<file path="src/rtl/rtc_stat_pkg.sv">
// Shared constants and types for the RTC status register and write gate.
// Bit positions are those software decodes from the status byte.
package rtc_stat_pkg;
    localparam int unsigned DATA_W  = 8;
    localparam int unsigned N_ALARM = 2;

    localparam int unsigned BIT_BAT  = 7;
    localparam int unsigned BIT_AL1  = 6;
    localparam int unsigned BIT_AL0  = 5;
    localparam int unsigned BIT_RWEL = 2;
    localparam int unsigned BIT_WEL  = 1;
    localparam int unsigned BIT_FAIL = 0;

    localparam logic [DATA_W-1:0] CODE_CLR  = 8'h00;
    localparam logic [DATA_W-1:0] CODE_WEL  = 8'h02;
    localparam logic [DATA_W-1:0] CODE_RWEL = 8'h06;

    typedef enum logic [1:0] {
        TGT_STAT,
        TGT_CLK,
        TGT_CTRL,
        TGT_ARR
    } tgt_e;
endpackage

</file>
<file path="src/rtl/rsg_target_dec.sv">
// Classifies the current access as status byte, clock register,
// control register or memory array.
// Assumes the clock registers form one contiguous range in register space.
module rsg_target_dec
    import rtc_stat_pkg::*;
#(
    parameter int unsigned ADDR_W    = 16,
    parameter int unsigned STAT_ADDR = 16'h003F,
    parameter int unsigned CLK_BASE  = 16'h0030,
    parameter int unsigned CLK_CNT   = 8
) (
    input  logic              reg_space_i,
    input  logic [ADDR_W-1:0] addr_i,
    output tgt_e              tgt_o
);
    localparam logic [ADDR_W-1:0] STAT_A = ADDR_W'(STAT_ADDR);
    localparam logic [ADDR_W-1:0] CLK_LO = ADDR_W'(CLK_BASE);
    localparam logic [ADDR_W-1:0] CLK_HI = ADDR_W'(CLK_BASE + CLK_CNT);

    // Pick the target class from space select and address.
    always_comb begin
        if (!reg_space_i)
            tgt_o = TGT_ARR;
        else if (addr_i == STAT_A)
            tgt_o = TGT_STAT;
        else if (addr_i >= CLK_LO && addr_i < CLK_HI)
            tgt_o = TGT_CLK;
        else
            tgt_o = TGT_CTRL;
    end
endmodule

</file>
<file path="src/rtl/rsg_protect.sv">
// Decodes the 3-bit protect code into a protected/unprotected verdict
// for one array byte address. Upper codes protect a top fraction of the
// array, lower-page codes protect 1, 2, 4 or 8 pages from address zero.
// Assumes the array size is a power of two of at least 4 pages of 8.
module rsg_protect #(
    parameter int unsigned ARR_AW = 15,
    parameter int unsigned PAGE_B = 128
) (
    input  logic [ARR_AW-1:0] addr_i,
    input  logic [2:0]        code_i,
    output logic              prot_o
);
    localparam logic [ARR_AW:0] PAGE_W = (ARR_AW+1)'(PAGE_B);

    logic [ARR_AW:0] low_lim;

    // Limit of the protected low range: PAGE_B shifted by code[1:0].
    always_comb low_lim = PAGE_W << code_i[1:0];

    // Map code and address to the protect verdict.
    always_comb begin
        unique case (code_i)
            3'b000:  prot_o = 1'b0;
            3'b001:  prot_o = &addr_i[ARR_AW-1 -: 2];
            3'b010:  prot_o = addr_i[ARR_AW-1];
            3'b011:  prot_o = 1'b1;
            default: prot_o = ({1'b0, addr_i} < low_lim);
        endcase
    end
endmodule

</file>
<file path="src/rtl/rsg_wr_latch.sv">
// The two volatile write-enable latches and the acceptance rule for
// writes to the status byte. Only three byte values are legal; the
// second latch can only be raised on top of the first.
module rsg_wr_latch
    import rtc_stat_pkg::*;
(
    input  logic              clk,
    input  logic              rst_n,
    input  logic              stat_wr_i,
    input  logic [DATA_W-1:0] wdata_i,
    output logic              stat_ok_o,
    output logic              wel_o,
    output logic              rwel_o
);
    logic wel_q, rwel_q;

    // Decide whether a status-byte value is acceptable right now.
    always_comb
        stat_ok_o = (wdata_i == CODE_CLR) || (wdata_i == CODE_WEL) ||
                    ((wdata_i == CODE_RWEL) && wel_q);

    // Update the latches on an accepted status write.
    always_ff @(posedge clk) begin
        if (!rst_n) begin
            wel_q  <= 1'b0;
            rwel_q <= 1'b0;
        end else if (stat_wr_i && stat_ok_o) begin
            if (wdata_i == CODE_CLR) begin
                wel_q  <= 1'b0;
                rwel_q <= 1'b0;
            end else if (wdata_i == CODE_WEL) begin
                wel_q  <= 1'b1;
                rwel_q <= 1'b0;
            end else begin
                rwel_q <= 1'b1;
            end
        end
    end

    assign wel_o  = wel_q;
    assign rwel_o = rwel_q;
endmodule

</file>
<file path="src/rtl/rsg_alarm_flags.sv">
// Sticky alarm flags with snapshot-based clear-on-read: the flags set at
// the opening of a status read are remembered and only those are
// cleared at its close. A match in the closing cycle wins over the clear.
module rsg_alarm_flags #(
    parameter int unsigned N = 2
) (
    input  logic         clk,
    input  logic         rst_n,
    input  logic [N-1:0] hit_i,
    input  logic         rd_open_i,
    input  logic         rd_close_i,
    output logic [N-1:0] flag_o
);
    for (genvar k = 0; k < N; k++) begin : g_flag
        logic flag_q, snap_q;

        // Remember the flag at read opening, forget it at read close.
        always_ff @(posedge clk) begin
            if (!rst_n)
                snap_q <= 1'b0;
            else if (rd_open_i)
                snap_q <= flag_q;
            else if (rd_close_i)
                snap_q <= 1'b0;
        end

        // Set on a match, clear at read close if captured at the opening.
        always_ff @(posedge clk) begin
            if (!rst_n)
                flag_q <= 1'b0;
            else
                flag_q <= hit_i[k] | (flag_q & ~(rd_close_i & snap_q));
        end

        assign flag_o[k] = flag_q;
    end
endmodule

</file>
<file path="src/rtl/rtc_stat_gate.sv">
// Top of the RTC status register and write gate. Assembles the status
// byte, holds the clock-fail flag and forms the accept flag for every
// presented write byte. Assumes an upstream decoded bus slave that
// presents address, space and data with one-cycle strobes.
module rtc_stat_gate
    import rtc_stat_pkg::*;
#(
    parameter int unsigned ADDR_W    = 16,
    parameter int unsigned ARR_AW    = 15,
    parameter int unsigned PAGE_B    = 128,
    parameter int unsigned STAT_ADDR = 16'h003F,
    parameter int unsigned CLK_BASE  = 16'h0030,
    parameter int unsigned CLK_CNT   = 8
) (
    input  logic               clk,
    input  logic               rst_n,
    input  logic               pwr_lost_i,
    input  logic               on_backup_i,
    input  logic [N_ALARM-1:0] alarm_hit_i,
    input  logic [2:0]         bp_i,
    input  logic               reg_space_i,
    input  logic [ADDR_W-1:0]  addr_i,
    input  logic               wr_i,
    input  logic [DATA_W-1:0]  wdata_i,
    input  logic               rd_start_i,
    input  logic               rd_last_i,
    output logic [DATA_W-1:0]  rd_data_o,
    output logic               wr_ok_o
);
    tgt_e               tgt;
    logic               prot;
    logic               stat_ok;
    logic               wel, rwel;
    logic [N_ALARM-1:0] al_flags;
    logic               fail_q;
    logic [DATA_W-1:0]  stat_byte;

    rsg_target_dec #(
        .ADDR_W   (ADDR_W),
        .STAT_ADDR(STAT_ADDR),
        .CLK_BASE (CLK_BASE),
        .CLK_CNT  (CLK_CNT)
    ) u_dec (
        .reg_space_i(reg_space_i),
        .addr_i     (addr_i),
        .tgt_o      (tgt)
    );

    rsg_protect #(
        .ARR_AW(ARR_AW),
        .PAGE_B(PAGE_B)
    ) u_prot (
        .addr_i(addr_i[ARR_AW-1:0]),
        .code_i(bp_i),
        .prot_o(prot)
    );

    rsg_wr_latch u_latch (
        .clk      (clk),
        .rst_n    (rst_n),
        .stat_wr_i(wr_i && (tgt == TGT_STAT)),
        .wdata_i  (wdata_i),
        .stat_ok_o(stat_ok),
        .wel_o    (wel),
        .rwel_o   (rwel)
    );

    rsg_alarm_flags #(
        .N(N_ALARM)
    ) u_alarm (
        .clk       (clk),
        .rst_n     (rst_n),
        .hit_i     (alarm_hit_i),
        .rd_open_i (rd_start_i && (tgt == TGT_STAT)),
        .rd_close_i(rd_last_i),
        .flag_o    (al_flags)
    );

    // Accept flag per target class.
    always_comb begin
        unique case (tgt)
            TGT_STAT: wr_ok_o = stat_ok;
            TGT_CLK,
            TGT_CTRL: wr_ok_o = wel && rwel;
            default:  wr_ok_o = wel && !prot;
        endcase
    end

    // Clock-fail flag: loaded at reset, cleared by an accepted clock write.
    always_ff @(posedge clk) begin
        if (!rst_n)
            fail_q <= pwr_lost_i;
        else if (wr_i && wr_ok_o && (tgt == TGT_CLK))
            fail_q <= 1'b0;
    end

    // Assemble the status byte; unused positions stay zero.
    always_comb begin
        stat_byte           = '0;
        stat_byte[BIT_BAT]  = on_backup_i;
        stat_byte[BIT_AL1]  = al_flags[1];
        stat_byte[BIT_AL0]  = al_flags[0];
        stat_byte[BIT_RWEL] = rwel;
        stat_byte[BIT_WEL]  = wel;
        stat_byte[BIT_FAIL] = fail_q;
    end

    // Only the status address returns data from this block.
    always_comb rd_data_o = (tgt == TGT_STAT) ? stat_byte : '0;
endmodule

</file>
<file path="config.mk">
export PLATFORM = sky130hd
export DESIGN_NAME = rtc_stat_gate
export DESIGN_NICKNAME = d
export VERILOG_FILES = /design/src/rtl/rtc_stat_pkg.sv /design/src/rtl/rsg_target_dec.sv /design/src/rtl/rsg_protect.sv /design/src/rtl/rsg_wr_latch.sv /design/src/rtl/rsg_alarm_flags.sv /design/src/rtl/rtc_stat_gate.sv
export SDC_FILE = /design/constraint.sdc
export NUM_CORES = 1
export LEC_CHECK = 0
export ABC_AREA = 1
export BUFFER_PORTS_ARGS = -buffer_cell sky130_fd_sc_hd__buf_2
export CORE_MARGIN = 1
export CORE_UTILIZATION = 44
export CTS_BUF_LIST = sky130_fd_sc_hd__clkbuf_4 sky130_fd_sc_hd__clkbuf_8 sky130_fd_sc_hd__clkbuf_16
export CTS_CLUSTER_DIAMETER = 100
export DETAILED_ROUTE_END_ITERATION = 10
export PLACE_DENSITY_LB_ADDON = 0.2
export SKIP_LAST_GASP = 1
export SLEW_MARGIN = 5
export SYNTH_ARGS = -nofsm -noshare
export SYNTH_HDL_FRONTEND = slang
export SYNTH_SLANG_ARGS = --single-unit
</file>
<file path="constraint.sdc">
create_clock -name clk -period 6.3 [get_ports clk]
set_clock_uncertainty 0.2 [all_clocks]
set_input_delay 1.26 -clock clk [delete_from_list [all_inputs] [get_ports clk]]
set_output_delay 1.26 -clock clk [all_outputs]
set_load 0.01 [all_outputs]
</file>
After elaboration in Yosys (flattened, before gate mapping)
Index checks and enable logic that the tools add are counted.
{"block": "classes", "addsub": 0, "multipliers": 0, "div_mod_pow": 0, "order_cmp": 3, "n_eq_ne": 9, "n_shift": 1, "muxes": 15, "bitwise": 8, "n_reduce_logical": 20}
{"op": "$eq A16 B6 Y1 const B", "count": 1}
{"op": "$ge A16 B6 Y1 const B", "count": 1}
{"op": "$lt A15 B16 Y1", "count": 1}
{"op": "$lt A16 B6 Y1 const B", "count": 1}
{"op": "$shl A8 B2 Y16 const A", "count": 1}
{"op": "$logic_and A1 B1 Y1", "count": 9}
{"op": "$mux W1", "count": 9}
{"op": "$eq A8 B2 Y1 const B", "count": 1}
{"op": "$eq A8 B3 Y1 const B", "count": 1}
{"op": "$logic_not A8 Y1", "count": 1}
{"op": "$mux W8", "count": 1}
{"op": "$eq A3 B2 Y1 const B", "count": 2}
{"op": "$mux W2", "count": 3}
{"op": "$and A1 B1 Y1", "count": 4}
{"op": "$pmux W1 S4", "count": 1}
{"op": "$reduce_and A2 Y1", "count": 2}
{"op": "$reduce_bool A2 Y1", "count": 2}
{"op": "$eq A3 B1 Y1 const B", "count": 1}
{"op": "$logic_not A3 Y1", "count": 1}
{"op": "$eq A2 B1 Y1 const B", "count": 1}
{"op": "$eq A2 B2 Y1 const B", "count": 1}
{"op": "$logic_not A2 Y1", "count": 1}
{"op": "$logic_or A1 B1 Y1", "count": 2}
{"op": "$ne A2 B1 Y1 const B", "count": 1}
{"op": "other kinds (5)", "count": 7}
{"block": "word_totals", "ff_bits": 7, "latchBits": 0, "ram_bits": 0, "mem_bits_ro": 0, "inputBits": 37, "mem_count": 0}

Longest topological paths before layout
Gate-level depths: netlist of run 1.
{"block": "logic_depth", "depth_word": 12, "ltp_mapped": 15, "ltp_nobuf": 15}

By module
From an unflattened synthesis of run 1, not the netlist that was laid out.
{"block": "unflattened", "cells_unflattened": 131, "hier_area_um2": 760.7}
{"mod": "rtc_stat_gate", "instances": 1, "cells_per_inst": 40, "area_each_um2": 225.2, "seq_area_each_um2": 30.0}
{"mod": "rsg_alarm_flags", "instances": 1, "cells_per_inst": 20, "area_each_um2": 155.1, "seq_area_each_um2": 80.1}
{"mod": "rsg_protect", "instances": 1, "cells_per_inst": 30, "area_each_um2": 155.1, "seq_area_each_um2": 0.0}
{"mod": "rsg_wr_latch", "instances": 1, "cells_per_inst": 26, "area_each_um2": 148.9, "seq_area_each_um2": 40.0}
{"mod": "rsg_target_dec", "instances": 1, "cells_per_inst": 15, "area_each_um2": 76.3, "seq_area_each_um2": 0.0}

Worst setup path after synthesis of run 1
No wires, ideal clock.
{"block": "synth_path", "path_kind": "input port to output port", "startpoint": "input addr_i[10]", "endpoint": "output wr_ok_o", "arrival_ps": 2490, "t_required_ps": 4840, "slack_ps": 2350, "stages": 7, "n_path_buf": 0, "path_cell_list": "nor4_1 > nand3_1 > nor3_1 > ha_1 > a211oi_1 > nand2_1 > nand2_1"}
{"block": "synth_between", "elab_chain_len": 8, "word_cells_on_any_way": 16, "classes_between": "order compare (3); eq/ne (3); mux (5); reduce/logical (5)"}
{"item": "start, declared", "line": "rtc_stat_gate.sv:22", "text": "input logic [ADDR_W-1:0] addr_i,"}
{"item": "$ge A16 B6 Y1 or $lt A16 B6 Y1 (tied branches)", "line": "rsg_target_dec.sv:26", "text": "else if (addr_i >= CLK_LO && addr_i < CLK_HI)"}
{"item": "$logic_and A1 B1 Y1", "line": "rsg_target_dec.sv:26"}
{"item": "$mux W2", "line": "rsg_target_dec.sv:26"}
{"item": "$mux W2", "line": "rsg_target_dec.sv:24", "text": "else if (addr_i == STAT_A)"}
{"item": "$mux W2", "line": "rsg_target_dec.sv:22", "text": "if (!reg_space_i)"}
{"item": "$eq A2 B1 Y1 or $eq A2 B2 Y1 (tied branches)", "line": "rtc_stat_gate.sv:81", "text": "unique case (tgt)"}
{"item": "$reduce_or A2 Y1", "line": "rtc_stat_gate.sv:81"}
{"item": "$pmux W1 S2 *", "line": "rtc_stat_gate.sv:81"}
{"item": "end, declared", "line": "rtc_stat_gate.sv:28", "text": "output logic wr_ok_o"}
Mark *: on every way between the ends. The rest lies on a longest branch, timed or not.

Worst setup path after layout of run 1
Same ends and word-level chain as after synthesis.

==> flow_metrics.tcl, run 1 <==
set metrics [dict create \
    via_per_inst 4.62 \
    worst-path-max-fanout 9 \
    clock_path_buffers 2 \
    ant_nets 0 \
    synth_area_um2 706 \
    drt_wl_total_um 1600 \
    yosys.area_share.xor_xnor_pct 0 \
    seq_power_share_pct 40.8 \
    power.internal_uw 84.2 \
    path_clk_slew_ns 0.05 \
    cts_resized 0 \
    ys_ff_latch 7 \
    layout_commonest_cell "buf_2" \
    cts.htree.levels 1 \
    yosys.area.top_type "nand2_1" \
    drtIter0Drc 10 \
    power-per-cell-area_nw_per_um2 123 \
    synthMuxAreaShare_pct 0 \
    utilization_pct 62.8 \
    clock_latency_ns 0.25 \
    path_cells "buf_2 -> nor4_1 -> nand3_1 -> nor3_1 -> ha_1 -> nand3_4 -> nor2b_4 -> nand2_1 -> nand2_1 -> buf_2" \
    grt_pass1_vias 719 \
    fin_nets 206 \
    die_area_um2 1770 \
    rsz0062_at_grt "no" \
    syn_to_final_growth_pct 34.0 \
    period_share_pct 70.2 \
    fin_crit_ns 4.42 \
    worst_slack_ns 1.88 \
    yosysWarnings 0 \
    dp_slack_ns 1.85 \
    placementRows 14 \
    cts_tree "done" \
    synth_cell_types 22 \
    dr.pass1.iters 4 \
    cpPeakStageDelay_ns 0.42 \
    end_kind "output pin" \
    final_hold_viol_count 0 \
    n_fill_cell 158 \
    maxSlewViolCount 0 \
    cts-root-buf "clkbuf_4" \
    p_clk_share_pct 34.6 \
    yosysSeqAreaShare_pct 21.3 \
    p_comb_share_pct 24.6 \
    total_power_uw 116 \
    leakage_nw 0.581 \
    fmax_mhz 226 \
    switching_share_pct 27.5 \
    post_cts_buffers 0 \
    finalSetupViolCount 0 \
    dpl.hpwl_um 1390 \
    worst_ep_arrival_time_ns 2.96 \
    hp-class "reg -> reg" \
    worst_path_max_delay_cell "ha_1" \
    holdBufCountCts 0 \
    cts_buffers 3 \
    grtUsageTotal_pct 20.1 \
    synth.area.top_cells "nand2_1, dfxtp_1, inv_1, ha_1, nor2_1" \
    grt_pass1_wl_um 2750 \
    core_area_um2 1510 \
    vias 822 \
    grt_max_degree 10 \
    drv_cap 0 \
    final_cell_mix "buf_2, nand2_1, inv_1, nor2_1, a21oi_1" \
    drc_errors 0 \
    cts.sinks 7 \
    grt_overflow 0 \
    io_buffers 43 \
    syn_area_per_cell_um2 6.03 \
    synth_top_family_by_area "simple AND/OR/NAND/NOR gates" \
    status "finished, final reports clean" \
    crit_type "in -> out" \
    synth_simple_gate_area_share_pct 46.1 \
    start_util_pct 46.8 \
    wl_per_cell_um 8.97 \
    setup-tns-final_ns 0 \
    netSwitchingPower_uw 31.9 \
    synth.top_cell.area_share_pct 20.2 \
    synth_compound_area_share_pct 6.03 \
    n_antenna_cell 0 \
    drive_above_1_share_pct 33.3 \
    gp_congestion 0.813 \
    antenna_found_initial 0 \
    syn_inst 117 \
    required_ns 4.84 \
    design.portCount 46 \
    start_kind "input port" \
    peakVddDrop_mv 0.135 \
    dieHeight_um 42.0 \
    die_w_um 42.0 \
    synth_fa_ha_area_share_pct 10.6 \
]
==> flip-flops by register name, summed over array words and instances, names as in the netlist <==
| signal | cells |
|---|---|
| u_alarm.g_flag.flag_q | 2 |
| u_alarm.g_flag.snap_q | 2 |
| u_latch.wel_o | 1 |
| fail_q | 1 |
| u_latch.rwel_o | 1 |
==> layout make-up <==
cell class / count / area, um^2 / area share, %
repair buffers: 43 / 215 / 22.8
multi-input cells: 86 / 450 / 47.6
inverters: 22 / 82.6 / 8.73
flip-flops and latches: 7 / 150 / 15.9
clock buffers: 3 / 22.5 / 2.38
clock inverters: 1 / 5.00 / 0.529
well taps: 16 / 20.0 / 2.12
==> synth_stat cells <==
cell	n
nor4_1	1
nand3_4	1
nand2_1	38
nand3_2	1
buf_4	2
a21oi_1	7
nor3_1	2
edfxtp_1	1
nor2_4	1
nand3_1	5
buf_6	1
or2_2	1
inv_1	22
ha_1	6
conb_1	1
a211oi_1	1
nand3b_1	1
nand2_2	1
or2_4	1
nor2_1	16
nor2b_4	1
dfxtp_1	6
==> power by group through the flow <==
stage	registers [mW]	logic, mW	clock network (mW)
floorplan	0.0482	0.0139	0
global placement	0.0484	0.0273	0
detailed placement	0.0484	0.0287	0
CTS	0.0474	0.0288	0.0412
global route	0.0476	0.0329	0.0451
finish	0.0474	0.0285	0.0401
==> path summary, 6_finish.rpt <==
check | from | endpoint | slack [ns] | depth (start not counted)
worst max-delay path | addr_i[10] | wr_ok_o | 1.88 | 10
worst min register to register | u_latch.rwel_o | u_latch.rwel_o | 0.27 | 2
worst max register to register | u_latch.wel_o | fail_q | 4.92 | 6
worst min-delay path | u_latch.rwel_o | u_latch.rwel_o | 0.27 | 2
==> cell families after synthesis <==
family / after synthesis
flops: 7
fa+ha+maj: 6
compound gates: 8
simple gates: 70
other cells: 1
buf+inv: 25
==> critical path, delay by kind of cell <==
kind	cells	cell delay [ns]
buffers and inverters	2	0.23
AND/OR/NAND/NOR	7	1.04
adder cells (fa/ha/maj)	1	0.42
==> per-layer routing <==
metal	track usage [%]	wire, um	up-vias
li1	-	-	444
met1	19.9	609	350
met2	40.0	855	26
met3	8.19	118	2
met4	1.88	12	0
met5	0	0	-
==> metrics by stage <==
step                      area [um^2]  cells  hold slack (ns)
after floorplan                   709    118            0.242
after global placement            918    174            0.261
after detailed placement          918    174            0.264
after CTS                         946    178            0.272
after global routing              946    178            0.283
final                             946    178            0.271
Power figures use the tool's default switching activity.
==> inputs of run 2 (changes only) <==
ABC_AREA = 0   (was 1)
CORE_UTILIZATION = 39   (was 44)
clock period = 4.1 ns   (was 6.3 ns; I/O delays follow)
==> run 2 against run 1 <==
  * Core utilization down 4.4 points
  * Die area up 2.1%
  * First-iteration DRC count down 60%
  * Sequential power up 54%
  * Hold slack better by 0.013 ns
  * Worst setup slack worse by 1.6 ns
  * Final area down 6.0%
  * Count of clock-buffer cells in the layout up 1
  * Flip-flop and latch count unchanged
==> flow_metrics.tcl, run 2 <==
set metrics [dict create \
    synth.most_common_cell "nand2_1" \
    drt_wl_total_um 1440 \
    seq_power_share_pct 39.2 \
    yosysWarnings 0 \
    drv_cap 0 \
    worst-path-max-fanout 3 \
    fmax_mhz 259 \
    hp-class "reg -> reg" \
    synth_compound_area_share_pct 17.8 \
    syn_inst 80 \
    design.portCount 46 \
    p_clk_share_pct 37.9 \
    switching_share_pct 25.3 \
    via_per_inst 4.94 \
    synthMuxAreaShare_pct 1.57 \
    yosys.area.top_type "dfxtp_1" \
    drive_above_1_share_pct 40.0 \
    power.internal_uw 139 \
    dr.pass1.iters 3 \
    syn_area_per_cell_um2 7.99 \
    start_util_pct 42.0 \
    critPathLaunch "addr_i[8]" \
    leakage_nw 0.447 \
    die_w_um 42.5 \
    synthArstFlopShare_pct 0 \
    grt_pass1_vias 634 \
    required_ns 3.08 \
    cts.htree.levels 1 \
    synth_area_um2 639 \
    p_comb_share_pct 22.9 \
    r2r-start "u_latch.wel_o" \
    placed_area_um2 860 \
    power-per-cell-area_nw_per_um2 209 \
    cts-root-buf "clkbuf_4" \
    antenna_found_initial 0 \
    n_antenna_cell 0 \
    fin_crit_ns 3.86 \
    top_regs "u_alarm.g_flag.flag_q x2, u_alarm.g_flag.snap_q x2" \
    rsz0062_at_grt "no" \
    cts.sinks 7 \
    start_kind "input port" \
    cts_tree "done" \
    peakVddDrop_mv 0.131 \
    path_clk_slew_ns 0.05 \
    layout_commonest_cell "buf_2" \
    io_buffers 43 \
    dieHeight_um 42.5 \
    cts_resized 0 \
    yosysSeqAreaShare_pct 23.5 \
    ff2ff_setup_slack_ns 2.64 \
    ant_nets 0 \
    final_cell_mix "buf_2, nand2_1" \
    rr_worst_depth 4 \
    worst_ep_arrival_time_ns 2.84 \
    maxSlewViolCount 0 \
    grt_overflow 0 \
    synth_top_family_by_area "simple AND/OR/NAND/NOR gates" \
    setup-tns-final_ns 0 \
    hold_path_end "u_alarm.g_flag[0].snap_q" \
    die_area_um2 1810 \
    end_kind "output pin" \
    placementRows 14 \
    status "finished, final reports clean" \
    utilization_pct 58.4 \
    synth_edf_count 1 \
    crit_type "in -> out" \
    fin_nets 169 \
    holdPathStages 2 \
    netSwitchingPower_uw 47.1 \
    synthFlopType "dfxtp_1" \
    vias 696 \
    period_share_pct 94.1 \
    grtUsageTotal_pct 18.2 \
    clock_path_buffers 2 \
    ys_ff_latch 7 \
    ys_top_cells_by_count "nand2_1, a21oi_1, and2_1, dfxtp_1, ha_1" \
    post_cts_buffers 0 \
    clock_latency_ns 0.26 \
    synth.top_cell.area_share_pct 18.8 \
    worstReg2RegEnd "fail_q" \
    n_fill_cell 151 \
    cts_buffers 3 \
    hp-start "u_alarm.g_flag[0].flag_q" \
    synth_simple_gate_area_share_pct 40.7 \
    finalSetupViolCount 0 \
    wl_per_cell_um 10.2 \
    drtIter0Drc 4 \
    synth.area.top_cells "dfxtp_1, ha_1, and2_1, nand2_1, a21oi_1" \
    holdBufCountCts 0 \
    dpl.hpwl_um 1190 \
    yosys.area_share.xor_xnor_pct 0 \
    synth_cell_types 34 \
    syn_to_final_growth_pct 39.1 \
    drc_errors 0 \
    grt_max_degree 12 \
    grt_pass1_wl_um 2450 \
    gp_congestion 0.714 \
    synth_fa_ha_area_share_pct 11.7 \
    final_hold_viol_count 0 \
    core_area_um2 1520 \
    stdcell_area_um2 890 \
]
[run 2: layout make-up]
class,count,area (um^2),share of cell area (%)
clock buffer,4,30.0,3.38
timing repair buffer,43,215,24.2
inverter,2,7.51,0.844
sequential,7,150,16.9
multi-input combinational,69,467,52.5
tap,16,20.0,2.25
[run 2: routing by layer]
| metal | global-route usage [%] | vias to the layer above | share of wire [%] |
|---|---|---|---|
| li1 | - | 372 | - |
| met1 | 21.1 | 291 | 47 |
| met2 | 30.2 | 29 | 44 |
| met3 | 5.17 | 4 | 6.5 |
| met4 | 9.38 | 0 | 2.3 |
| met5 | 0 | - | 0 |
[run 2: how the worst max path moves through the flow]
stage          slack [ns]  depth (start not counted)  endpoint
3_3_place_gp         0.27                         10   wr_ok_o
3_5_place_dp         0.24                         10   wr_ok_o
5_1_grt              0.04                         10   wr_ok_o
6_report             0.24                         10   wr_ok_o
4_1_cts              0.23                         10   wr_ok_o
2_1_floorplan        0.57                          8   wr_ok_o
[run 2: worst max-delay path, stage by stage]
cell and delay, ns:
buf_2 0.11, nor4b_1 0.30, nand3_1 0.15, o21a_1 0.22, ha_1 0.32, nand2b_1 0.15, o22a_1 0.16, or3_1 0.31
a21o_1 0.17, buf_2 0.13
[run 2: power by group through the flow]
stage | logic (mW) | clock network [mW] | registers (mW)
6_report | 0.0426 | 0.0706 | 0.0729
5_1_grt | 0.0482 | 0.0771 | 0.0731
4_1_cts | 0.0428 | 0.0733 | 0.0729
3_5_place_dp | 0.0426 | 0 | 0.0744
3_3_place_gp | 0.0415 | 0 | 0.0743
2_1_floorplan | 0.0193 | 0 | 0.0741
[run 2: cells by family (layout without fill, tap and decap cells)]
logic type	Yosys count	count (layout)
adder cells (fa/ha/maj)	6	6
buffers and inverters	5	49
flip-flops	7	7
multiplexers	1	1
AND/OR/NAND/NOR	43	43
other	1	2
AO/OA/AOI/OAI	17	17
[run 2: metrics by stage]
| step | cells | setup slack [ns] | power, mW | hold slack (ns) |
|---|---|---|---|---|
| 6_report | 141 | 0.240 | 0.186 | 0.283 |
| 2_1_floorplan | 81 | 0.566 | 0.0934 | 0.240 |
| 5_1_grt | 141 | 0.0383 | 0.198 | 0.308 |
| 3_3_place_gp | 137 | 0.270 | 0.116 | 0.270 |
| 4_1_cts | 141 | 0.228 | 0.189 | 0.291 |
| 3_5_place_dp | 137 | 0.236 | 0.117 | 0.284 |
